[config.mk]
export PLATFORM = sky130hd
export DESIGN_NAME = bitband_bridge
export DESIGN_NICKNAME = d
export VERILOG_FILES = /design/src/rtl/bbb_pkg.sv /design/src/rtl/bbb_decode.sv /design/src/rtl/bbb_merge.sv /design/src/rtl/bbb_ctrl.sv /design/src/rtl/bitband_bridge.sv
export SDC_FILE = /design/constraint.sdc
export NUM_CORES = 1
export LEC_CHECK = 0
export BUFFER_PORTS_ARGS = -buffer_cell sky130_fd_sc_hd__buf_2
export CORE_AREA = 2 2 96 98
export CTS_CLUSTER_DIAMETER = 60
export CTS_CLUSTER_SIZE = 24
export DETAILED_ROUTE_END_ITERATION = 6
export DIE_AREA = 0 0 98 100
export HOLD_SLACK_MARGIN = 0.02
export PLACE_DENSITY = 0.91
export SYNTH_ARGS = -nofsm -noshare
export SYNTH_HDL_FRONTEND = slang
export SYNTH_SLANG_ARGS = --single-unit
[constraint.sdc]
create_clock -name clk -period 6.2 [get_ports clk]
set_input_delay 1.24 -clock clk [delete_from_list [all_inputs] [get_ports clk]]
set_output_delay 1.24 -clock clk [all_outputs]
set_load 0.02 [all_outputs]
[src/rtl/bbb_pkg.sv]
package bbb_pkg;

    localparam int ADDR_W = 32;
    localparam int DATA_W = 32;
    localparam int BIT_W  = $clog2(DATA_W);

    typedef enum logic [1:0] {
        SZ_BYTE = 2'b00,
        SZ_HALF = 2'b01,
        SZ_WORD = 2'b10,
        SZ_WIDE = 2'b11
    } acc_size_e;

    typedef enum logic [1:0] {
        ST_IDLE,
        ST_FETCH,
        ST_STORE,
        ST_REPLY
    } phase_e;

    typedef struct packed {
        logic [ADDR_W-1:0] addr;
        acc_size_e         size;
        logic [BIT_W-1:0]  pos;
        logic              we;
        logic              wbit;
    } alias_op_t;

    // Clear the low address bits that the access size does not use.
    function automatic logic [ADDR_W-1:0] align_addr(logic [ADDR_W-1:0] a, acc_size_e sz);
        logic [ADDR_W-1:0] r;
        r = a;
        case (sz)
            SZ_BYTE: r = a;
            SZ_HALF: r[0] = 1'b0;
            default: r[1:0] = 2'b00;
        endcase
        return r;
    endfunction

    // Position of the target bit on the little-endian data bus.
    function automatic logic [BIT_W-1:0] bus_pos(logic [1:0] lane, logic [BIT_W-1:0] idx,
                                                 acc_size_e sz);
        logic [BIT_W-1:0] p;
        case (sz)
            SZ_BYTE: p = {lane, idx[2:0]};
            SZ_HALF: p = {lane[1], idx[3:0]};
            default: p = idx;
        endcase
        return p;
    endfunction

endpackage

[src/rtl/bbb_decode.sv]
module bbb_decode
    import bbb_pkg::*;
#(
    parameter logic [31:0] WIN0_BASE = 32'h2200_0000,
    parameter logic [31:0] WIN1_BASE = 32'h4200_0000,
    parameter int          WIN_BITS  = 25
) (
    input  logic [ADDR_W-1:2] addr_w,
    input  acc_size_e         size,
    input  logic              we,
    input  logic              wbit,
    output logic              hit,
    output alias_op_t         op
);
    localparam int                NWIN      = 2;
    localparam int                SHIFT     = BIT_W;
    localparam logic [ADDR_W-1:0] KEEP_MASK = 32'hE000_0000;
    localparam logic [ADDR_W-1:0] LOW_MASK  = (ADDR_W'(1) << WIN_BITS) - ADDR_W'(1);

    logic [NWIN-1:0]   hit_v;
    logic [ADDR_W-1:0] full;
    logic [ADDR_W-1:0] raw;
    logic [BIT_W-1:0]  idx;

    for (genvar g = 0; g < NWIN; g++) begin : g_win
        localparam logic [31:0] BASE = (g == 0) ? WIN0_BASE : WIN1_BASE;
        assign hit_v[g] = (addr_w[ADDR_W-1:WIN_BITS] == BASE[ADDR_W-1:WIN_BITS]);
    end

    assign hit  = |hit_v;
    assign full = {addr_w, 2'b00};
    assign raw  = (full & KEEP_MASK) | ((full & LOW_MASK) >> SHIFT);
    assign idx  = full[BIT_W+1:2];

    always_comb begin
        op.addr = align_addr(raw, size);
        op.size = size;
        op.pos  = bus_pos(raw[1:0], idx, size);
        op.we   = we;
        op.wbit = wbit;
    end

endmodule

[src/rtl/bbb_merge.sv]
module bbb_merge
    import bbb_pkg::*;
(
    input  logic [DATA_W-1:0] rd_word,
    input  logic [BIT_W-1:0]  pos,
    input  logic              wbit,
    output logic              bit_val,
    output logic [DATA_W-1:0] wr_word
);
    for (genvar i = 0; i < DATA_W; i++) begin : g_bit
        assign wr_word[i] = (pos == BIT_W'(i)) ? wbit : rd_word[i];
    end

    assign bit_val = rd_word[pos];

endmodule

[src/rtl/bbb_ctrl.sv]
module bbb_ctrl
    import bbb_pkg::*;
(
    input  logic              clk,
    input  logic              rst,
    input  logic              m_req,
    input  logic              hit,
    input  alias_op_t         op_in,
    input  logic              s_ready,
    input  logic [DATA_W-1:0] s_rdata,
    output logic              busy,
    output logic              a_req,
    output logic              a_we,
    output logic [ADDR_W-1:0] a_addr,
    output logic [1:0]        a_size,
    output logic [DATA_W-1:0] a_wdata,
    output logic              a_ready,
    output logic [DATA_W-1:0] a_rdata
);
    phase_e            state;
    alias_op_t         op_q;
    logic [DATA_W-1:0] data_q;
    logic              bit_val;
    logic [DATA_W-1:0] wr_word;

    bbb_merge u_merge (
        .rd_word (data_q),
        .pos     (op_q.pos),
        .wbit    (op_q.wbit),
        .bit_val (bit_val),
        .wr_word (wr_word)
    );

    always_ff @(posedge clk) begin
        if (rst) begin
            state  <= ST_IDLE;
            op_q   <= '0;
            data_q <= '0;
        end else begin
            case (state)
                ST_IDLE: if (m_req && hit) begin
                    op_q  <= op_in;
                    state <= ST_FETCH;
                end
                ST_FETCH: if (s_ready) begin
                    data_q <= s_rdata;
                    state  <= op_q.we ? ST_STORE : ST_REPLY;
                end
                ST_STORE: if (s_ready) state <= ST_REPLY;
                default:  state <= ST_IDLE;
            endcase
        end
    end

    always_comb begin
        busy    = (state != ST_IDLE);
        a_req   = (state == ST_FETCH) || (state == ST_STORE);
        a_we    = (state == ST_STORE);
        a_addr  = op_q.addr;
        a_size  = op_q.size;
        a_wdata = wr_word;
        a_ready = (state == ST_REPLY);
        a_rdata = {{(DATA_W-1){1'b0}}, bit_val};
    end

    AST_REPLY_SINGLE: assert property (@(posedge clk) disable iff (rst)
        (state == ST_REPLY) |=> (state == ST_IDLE));
    AST_LAUNCH_ON_HIT: assert property (@(posedge clk) disable iff (rst)
        $rose(busy) |-> $past(m_req && hit));

endmodule

[src/rtl/bitband_bridge.sv]
module bitband_bridge
    import bbb_pkg::*;
#(
    parameter logic [31:0] WIN0_BASE = 32'h2200_0000,
    parameter logic [31:0] WIN1_BASE = 32'h4200_0000,
    parameter int          WIN_BITS  = 25
) (
    input  logic        clk,
    input  logic        rst,
    input  logic        m_req,
    input  logic        m_we,
    input  logic [31:0] m_addr,
    input  logic [1:0]  m_size,
    input  logic [31:0] m_wdata,
    output logic        m_ready,
    output logic [31:0] m_rdata,
    output logic        s_req,
    output logic        s_we,
    output logic [31:0] s_addr,
    output logic [1:0]  s_size,
    output logic [31:0] s_wdata,
    input  logic        s_ready,
    input  logic [31:0] s_rdata
);
    logic              hit;
    alias_op_t         op;
    logic              busy;
    logic              a_req;
    logic              a_we;
    logic [ADDR_W-1:0] a_addr;
    logic [1:0]        a_size;
    logic [DATA_W-1:0] a_wdata;
    logic              a_ready;
    logic [DATA_W-1:0] a_rdata;

    bbb_decode #(
        .WIN0_BASE (WIN0_BASE),
        .WIN1_BASE (WIN1_BASE),
        .WIN_BITS  (WIN_BITS)
    ) u_decode (
        .addr_w (m_addr[31:2]),
        .size   (acc_size_e'(m_size)),
        .we     (m_we),
        .wbit   (m_wdata[0]),
        .hit    (hit),
        .op     (op)
    );

    bbb_ctrl u_ctrl (
        .clk     (clk),
        .rst     (rst),
        .m_req   (m_req),
        .hit     (hit),
        .op_in   (op),
        .s_ready (s_ready),
        .s_rdata (s_rdata),
        .busy    (busy),
        .a_req   (a_req),
        .a_we    (a_we),
        .a_addr  (a_addr),
        .a_size  (a_size),
        .a_wdata (a_wdata),
        .a_ready (a_ready),
        .a_rdata (a_rdata)
    );

    always_comb begin
        if (busy) begin
            s_req   = a_req;
            s_we    = a_we;
            s_addr  = a_addr;
            s_size  = a_size;
            s_wdata = a_wdata;
            m_ready = a_ready;
            m_rdata = a_rdata;
        end else begin
            s_req   = m_req && !hit;
            s_we    = m_we;
            s_addr  = m_addr;
            s_size  = m_size;
            s_wdata = m_wdata;
            m_ready = s_ready && !hit;
            m_rdata = s_rdata;
        end
    end

    AST_ALIAS_NOT_FORWARDED: assert property (@(posedge clk) disable iff (rst)
        (!busy && m_req && hit) |-> !s_req);
    AST_REAL_REGION: assert property (@(posedge clk) disable iff (rst)
        (busy && s_req) |-> (s_addr[28:WIN_BITS-5] == '0));
    AST_WORD_ALIGN: assert property (@(posedge clk) disable iff (rst)
        (busy && s_req && s_size[1]) |-> (s_addr[1:0] == 2'b00));
    AST_RESP_ONE_BIT: assert property (@(posedge clk) disable iff (rst)
        (busy && m_ready) |-> (m_rdata[31:1] == '0));
    AST_WRITE_AFTER_READ: assert property (@(posedge clk) disable iff (rst)
        (busy && s_req && s_we) |-> ($past(s_req && s_ready) || $past(s_req && s_we && !s_ready)));
    AST_READY_LOW_IN_PHASE: assert property (@(posedge clk) disable iff (rst)
        (busy && s_req) |-> !m_ready);
    AST_PASS_ROUTE: assert property (@(posedge clk) disable iff (rst)
        (!busy && m_req && !hit) |-> (s_addr == m_addr && s_size == m_size && s_req));

endmodule

### Yosys cells after proc, flatten, opt, wreduce, memory -nomap -nowiden

Cells that the tools add are included.

| word-level totals | value |
|---|---|
| output and inout bits | 101 |
| register bits after elaboration | 75 |
| input bits | 103 |

| cells by class | value |
|---|---|
| order comparisons | 1 |
| reductions and logical operators | 14 |
| mux-type cells | 49 |
| bitwise logic cells | 1 |
| eq/ne operators | 40 |

Operator list:

| kind | count |
|---|---|
| two-way mux 32 bit | 3 |
| equality test 5 bit, second input constant | 16 |
| equality test 5 x 4 -> 1 bit, second input constant | 8 |
| two-way mux 1 bit | 39 |
| OR 32 x 20 -> 32 bit | 1 |
| equality test 5 x 3 -> 1 bit, second input constant | 4 |
| equality test 5 x 2 -> 1 bit, second input constant | 2 |
| one-hot mux 5 bit (2 select lines) | 1 |
| two-way mux 2 bit | 4 |
| equality test 7 x 5 -> 1 bit, second input constant | 1 |
| equality test 7 x 6 -> 1 bit, second input constant | 1 |
| < comparator 5 x 6 -> 1 bit, second input constant | 1 |
| one-hot mux 2 bit (3 select lines) | 1 |
| binary-select mux 1 bit (select 5 bit) | 1 |
| equality test 5 x 1 -> 1 bit, second input constant | 1 |
| logical NOT 5 bit | 1 |
| equality test 2 x 1 -> 1 bit, second input constant | 2 |
| equality test 2 bit, second input constant | 2 |
| logical NOT 2 bit | 2 |
| inequality test 2 bit, second input constant | 2 |
| AND reduction 2 bit | 2 |
| OR reduction 2 bit | 2 |
| logical AND 1 bit | 3 |
| AND reduction 3 bit | 1 |
| 4 further kinds | 4 |

### Longest topological paths before layout

| logic depth | value |
|---|---|
| word-level depth | 5 |
| depth in mapped cells | 7 |
| mapped depth without buffers | 6 |

### By module

A second synthesis with hierarchy kept.

| unflattened totals | value |
|---|---|
| cell total of the unflattened synthesis | 667 |
| area total of the unflattened synthesis | 5,773.0 µm² |

Modules (own cells, without submodules):

| module | instances | cells each | area an instance (µm²) |
|---|---|---|---|
| bbb_ctrl | 1 | 408 | 3,320.7 |
| bitband_bridge | 1 | 115 | 1,243.7 |
| bbb_merge | 1 | 99 | 874.6 |
| bbb_decode | 1 | 45 | 334.1 |

### Worst setup path after synthesis

OpenSTA, ideal clock, no wires.

| path | value |
|---|---|
| kind | in2out |
| start | input port m_addr[28] |
| end | output port m_ready |
| stages | 3 |
| arrival | 2,191 ps |
| slack | 2,769 ps |
| required time | 4,960 ps |
| cell sequence | or4b_4 -> nor3_1 -> o22ai_1 |

| on the way | value |
|---|---|
| word-level cells in the longest chain between the ends | 5 |
| elaborated cells between the ends (all ways) | 6 |

RTL lines:

| item | RTL line | text |
|---|---|---|
| start, declared | bitband_bridge.sv:12 | `input logic [31:0] m_addr,` |
| equality test 7 x 5 -> 1 bit or equality test 7 x 6 -> 1 bit (tied branches) | bbb_decode.sv:27 | `assign hit_v[g] = (addr_w[ADDR_W-1:WIN_BITS] == BASE[ADDR_W-1:WIN_BITS]);` |
| OR reduction 2 bit * | bbb_decode.sv:30 | `assign hit = \|hit_v;` |
| logical NOT 1 bit * | bitband_bridge.sv:82 | `m_ready = s_ready && !hit;` |
| logical AND 1 bit * | bitband_bridge.sv:82 |  |
| two-way mux 1 bit * | bitband_bridge.sv:68 | `if (busy) begin` |
| end, declared | bitband_bridge.sv:15 | `output logic m_ready,` |

Mark *: on every way between the ends. The rest lies on a longest branch, timed or not.

### Final worst setup path

| path | value |
|---|---|
| start | register u_ctrl.op_q[2] (netlist bit) |
| end | output port m_rdata[0] |

| on the way | value |
|---|---|
| word-level cells in the longest chain between the ends | 3 |

RTL lines:

| item | RTL line | text |
|---|---|---|
| start, declared | bbb_ctrl.sv:21 | `alias_op_t op_q;` |
| start signal, assigned | bbb_ctrl.sv:42 | `op_q <= op_in;` |
| binary-select mux 1 bit (select 5 bit) | bbb_merge.sv:14 | `assign bit_val = rd_word[pos];` |
| two-way mux 1 bit (not written as such) | bbb_merge.sv:14 |  |
| two-way mux 32 bit | bitband_bridge.sv:68 |  |
| end, declared | bitband_bridge.sv:16 | `output logic [31:0] m_rdata,` |

No other way between the ends. The select of a mux whose other input is x is not followed.

==> metrics.txt <==
Yosys top cell by area=dfxtp_1; Peak VDD IR=0.257 mV; post-synth cell types=36; largest cells by area after synthesis=dfxtp_1, mux2i_1, nand2_1; most frequent cells after synthesis=nand2_1, dfxtp_1, mux2i_1; final period utilization=63.2%; Synth Instances=534; M3 GR Usage=4.18%; setup TNS=0 ns; antenna fix cells=0; 1st-pass router iterations=4; GR Util met1=27.3%; HPWL Detailed=8450 µm; Post-Syn Nets=642; Crit. End Element=primary output; drt drc=0; simple-gate share of the synthesized area=25.6%; First DRT Iteration DRCs=190; initial antenna violation count=0; sequential area share after synthesis=31.1%; Hold WC Path Type=flip-flop to flip-flop; synth-to-layout area growth=28.2%; synthesized flop and latch total=66; pre-CTS worst setup slack=2.44 ns; CP Data Required Time=4.96 ns; Top FF cell, synth=dfxtp_1; XOR/XNOR share of the synthesized area=0.206%; MaxCap Viol Count=0; final WL=11,600 µm; Fin. Hold Viols=0; TritonCTS Sinks=66; post-route ant nets=0; Setup crit start kind=flip-flop; hold_buf cts=0; Post-synth ARST share=0%; Num CTS Buffers=9; Die X=98 µm; CTS tree=done; Setup crit start=u_ctrl.op_q[2]; most crowded layer after global routing=met2; Worst Max-Slew Pin Slew=1.16 ns; gpl congestion=0.800; worst setup margin=2.28 ns; Fmax=0.255 GHz; RSZ-0062 raised after global routing=false; CTS root buf=clkbuf_8; clock-pin transition on the worst setup and hold timing paths=0.07 ns; slew margin rel.=22.6%; Slew Viols, Final=0; post-CTS setup buffers=0; main combinational cell family by area after synthesis=multiplexers; CP Class=flip-flop to primary output; total I/O pin count=204; Nets=814; number of flops mapped to enable cells by yosys=0; worst hold start=u_ctrl.data_q[27]; total track usage=23.0%; yosys warns=0; first-pass GRT wire length=18,500 µm; Final Setup Violations=0; clk buf depth=2; starting density of the core=47.7%; htree depth=3; most frequent cell after synthesis=nand2_1; clock latency on the worst-skew pair=0.33 ns; clk_skew=0.00281 ns; post-synthesis mux area share=26.5%; floorplan row count=35; DR WL/cell=14.1 µm; Leak=2.34 nW; Die Y=100 µm; Core ar.=8890 µm²; mapped cell area=4240 µm²; vias in the first global route=3,963; total grt overflow=0; die area=9800 µm²; Yosys top cell area share=31.1%; outcome=complete, no violations; M2 GR Usage=42.1%; Mean Syn Cell Area=7.95 µm²; Synth Area in Compound Gates=9.88%; Port Buffers=203; Data arrival, critical path=2.68 ns; critical path peak fanout=22; Via density=5.24; P per Cell Area=305 nW/µm²; share of cells above drive strength 1=36.8%; Final min period=3.92 ns; CTS resizes=0; worst r2r src=u_ctrl.state[0]; routed vias=4,299; pin count of the biggest net entering global routing=89; post-synthesis adder-cell area fraction=1.47%
==> area by class of cell <==
cell class	count	area, µm²
clock buffer	13	169
clock inverter	2	35.0
fill	795	3450
inverter	7	26.3
multi-input combinational	416	2710
sequential	66	1320
tap	111	139
timing repair buffer	206	1040
==> cells by family (layout without fill, tap and decap cells) <==
| kind of cell | Yosys count | count (layout) |
|---|---|---|
| buffers and inverters | 52 | 228 |
| DFF | 66 | 66 |
| muxes | 100 | 100 |
| and+or+nand+nor | 233 | 233 |
| AOI/OAI and AO/OA | 77 | 77 |
| adders and majority gates | 5 | 5 |
| xor gates and xnor gates | 1 | 1 |
==> state kept, by name, indices dropped and copies added (netlist names) <==
name           flops
u_ctrl.state       2
u_ctrl.data_q     32
u_ctrl.a_addr     23
u_ctrl.op_q        7
u_ctrl.a_size      2
==> through the flow <==
stage,hold slack (ns),util (%),instance area (µm²),power [W],instances
2_1_floorplan,0.444,-,4240,0.00105,534
3_3_place_gp,0.457,58.9,5240,0.00129,806
3_5_place_dp,0.463,58.9,5240,0.00130,806
4_1_cts,0.469,61.2,5440,0.00167,821
5_1_grt,0.491,61.2,5440,0.00177,821
6_report,0.470,61.2,5440,0.00166,821
==> worst max-delay path, cell delays in order, from the launching register on <==
cell	delay, ns
dfxtp_1	0.93
mux4_2	0.61
mux2_2	0.28
nor4b_1	0.26
nor4_1	0.08
buf_2	0.17
==> power breakdown <==
group	internal (W)	total, W	switching [W]
Sequential	0.000448	0.000467	0.0000191
Combinational	0.000304	0.000822	0.000519
Clock	0.000216	0.000373	0.000157
==> cells in the final DEF, fill, tap and decap left out, types with 4 or more instances in the layout <==
cell type,Yosys,routed
a21oi_1,34,34
and2_1,41,41
buf_2,4,203
clkbuf_8,0,12
dfxtp_1,66,66
ha_1,5,4
inv_1,7,7
mux2_2,29,29
mux2i_1,64,64
mux4_2,7,7
nand2_1,113,113
nand2b_1,5,5
nand3_1,6,6
nand3b_1,4,4
nor2_1,45,45
nor3_1,6,6
nor3b_1,4,4
o21ai_0,32,32
==> routing by layer <==
layer / part of all wire (%) / vias to the layer above
li1: - / 2144
met1: 41 / 1966
met2: 51 / 176
met3: 7.6 / 13
met4: 1.1 / 0
met5: 0 / -
==> final timing paths <==
path,cells past startpoint,slack [ns],to
worst min register to register,2,0.47,u_ctrl.data_q[27]
worst max-delay path,5,2.28,m_rdata[0]
worst max register to register,8,3.10,u_ctrl.a_addr[19]
worst min-delay path,2,0.47,u_ctrl.data_q[27]
No activity file was read; power rests on OpenSTA's default activity.
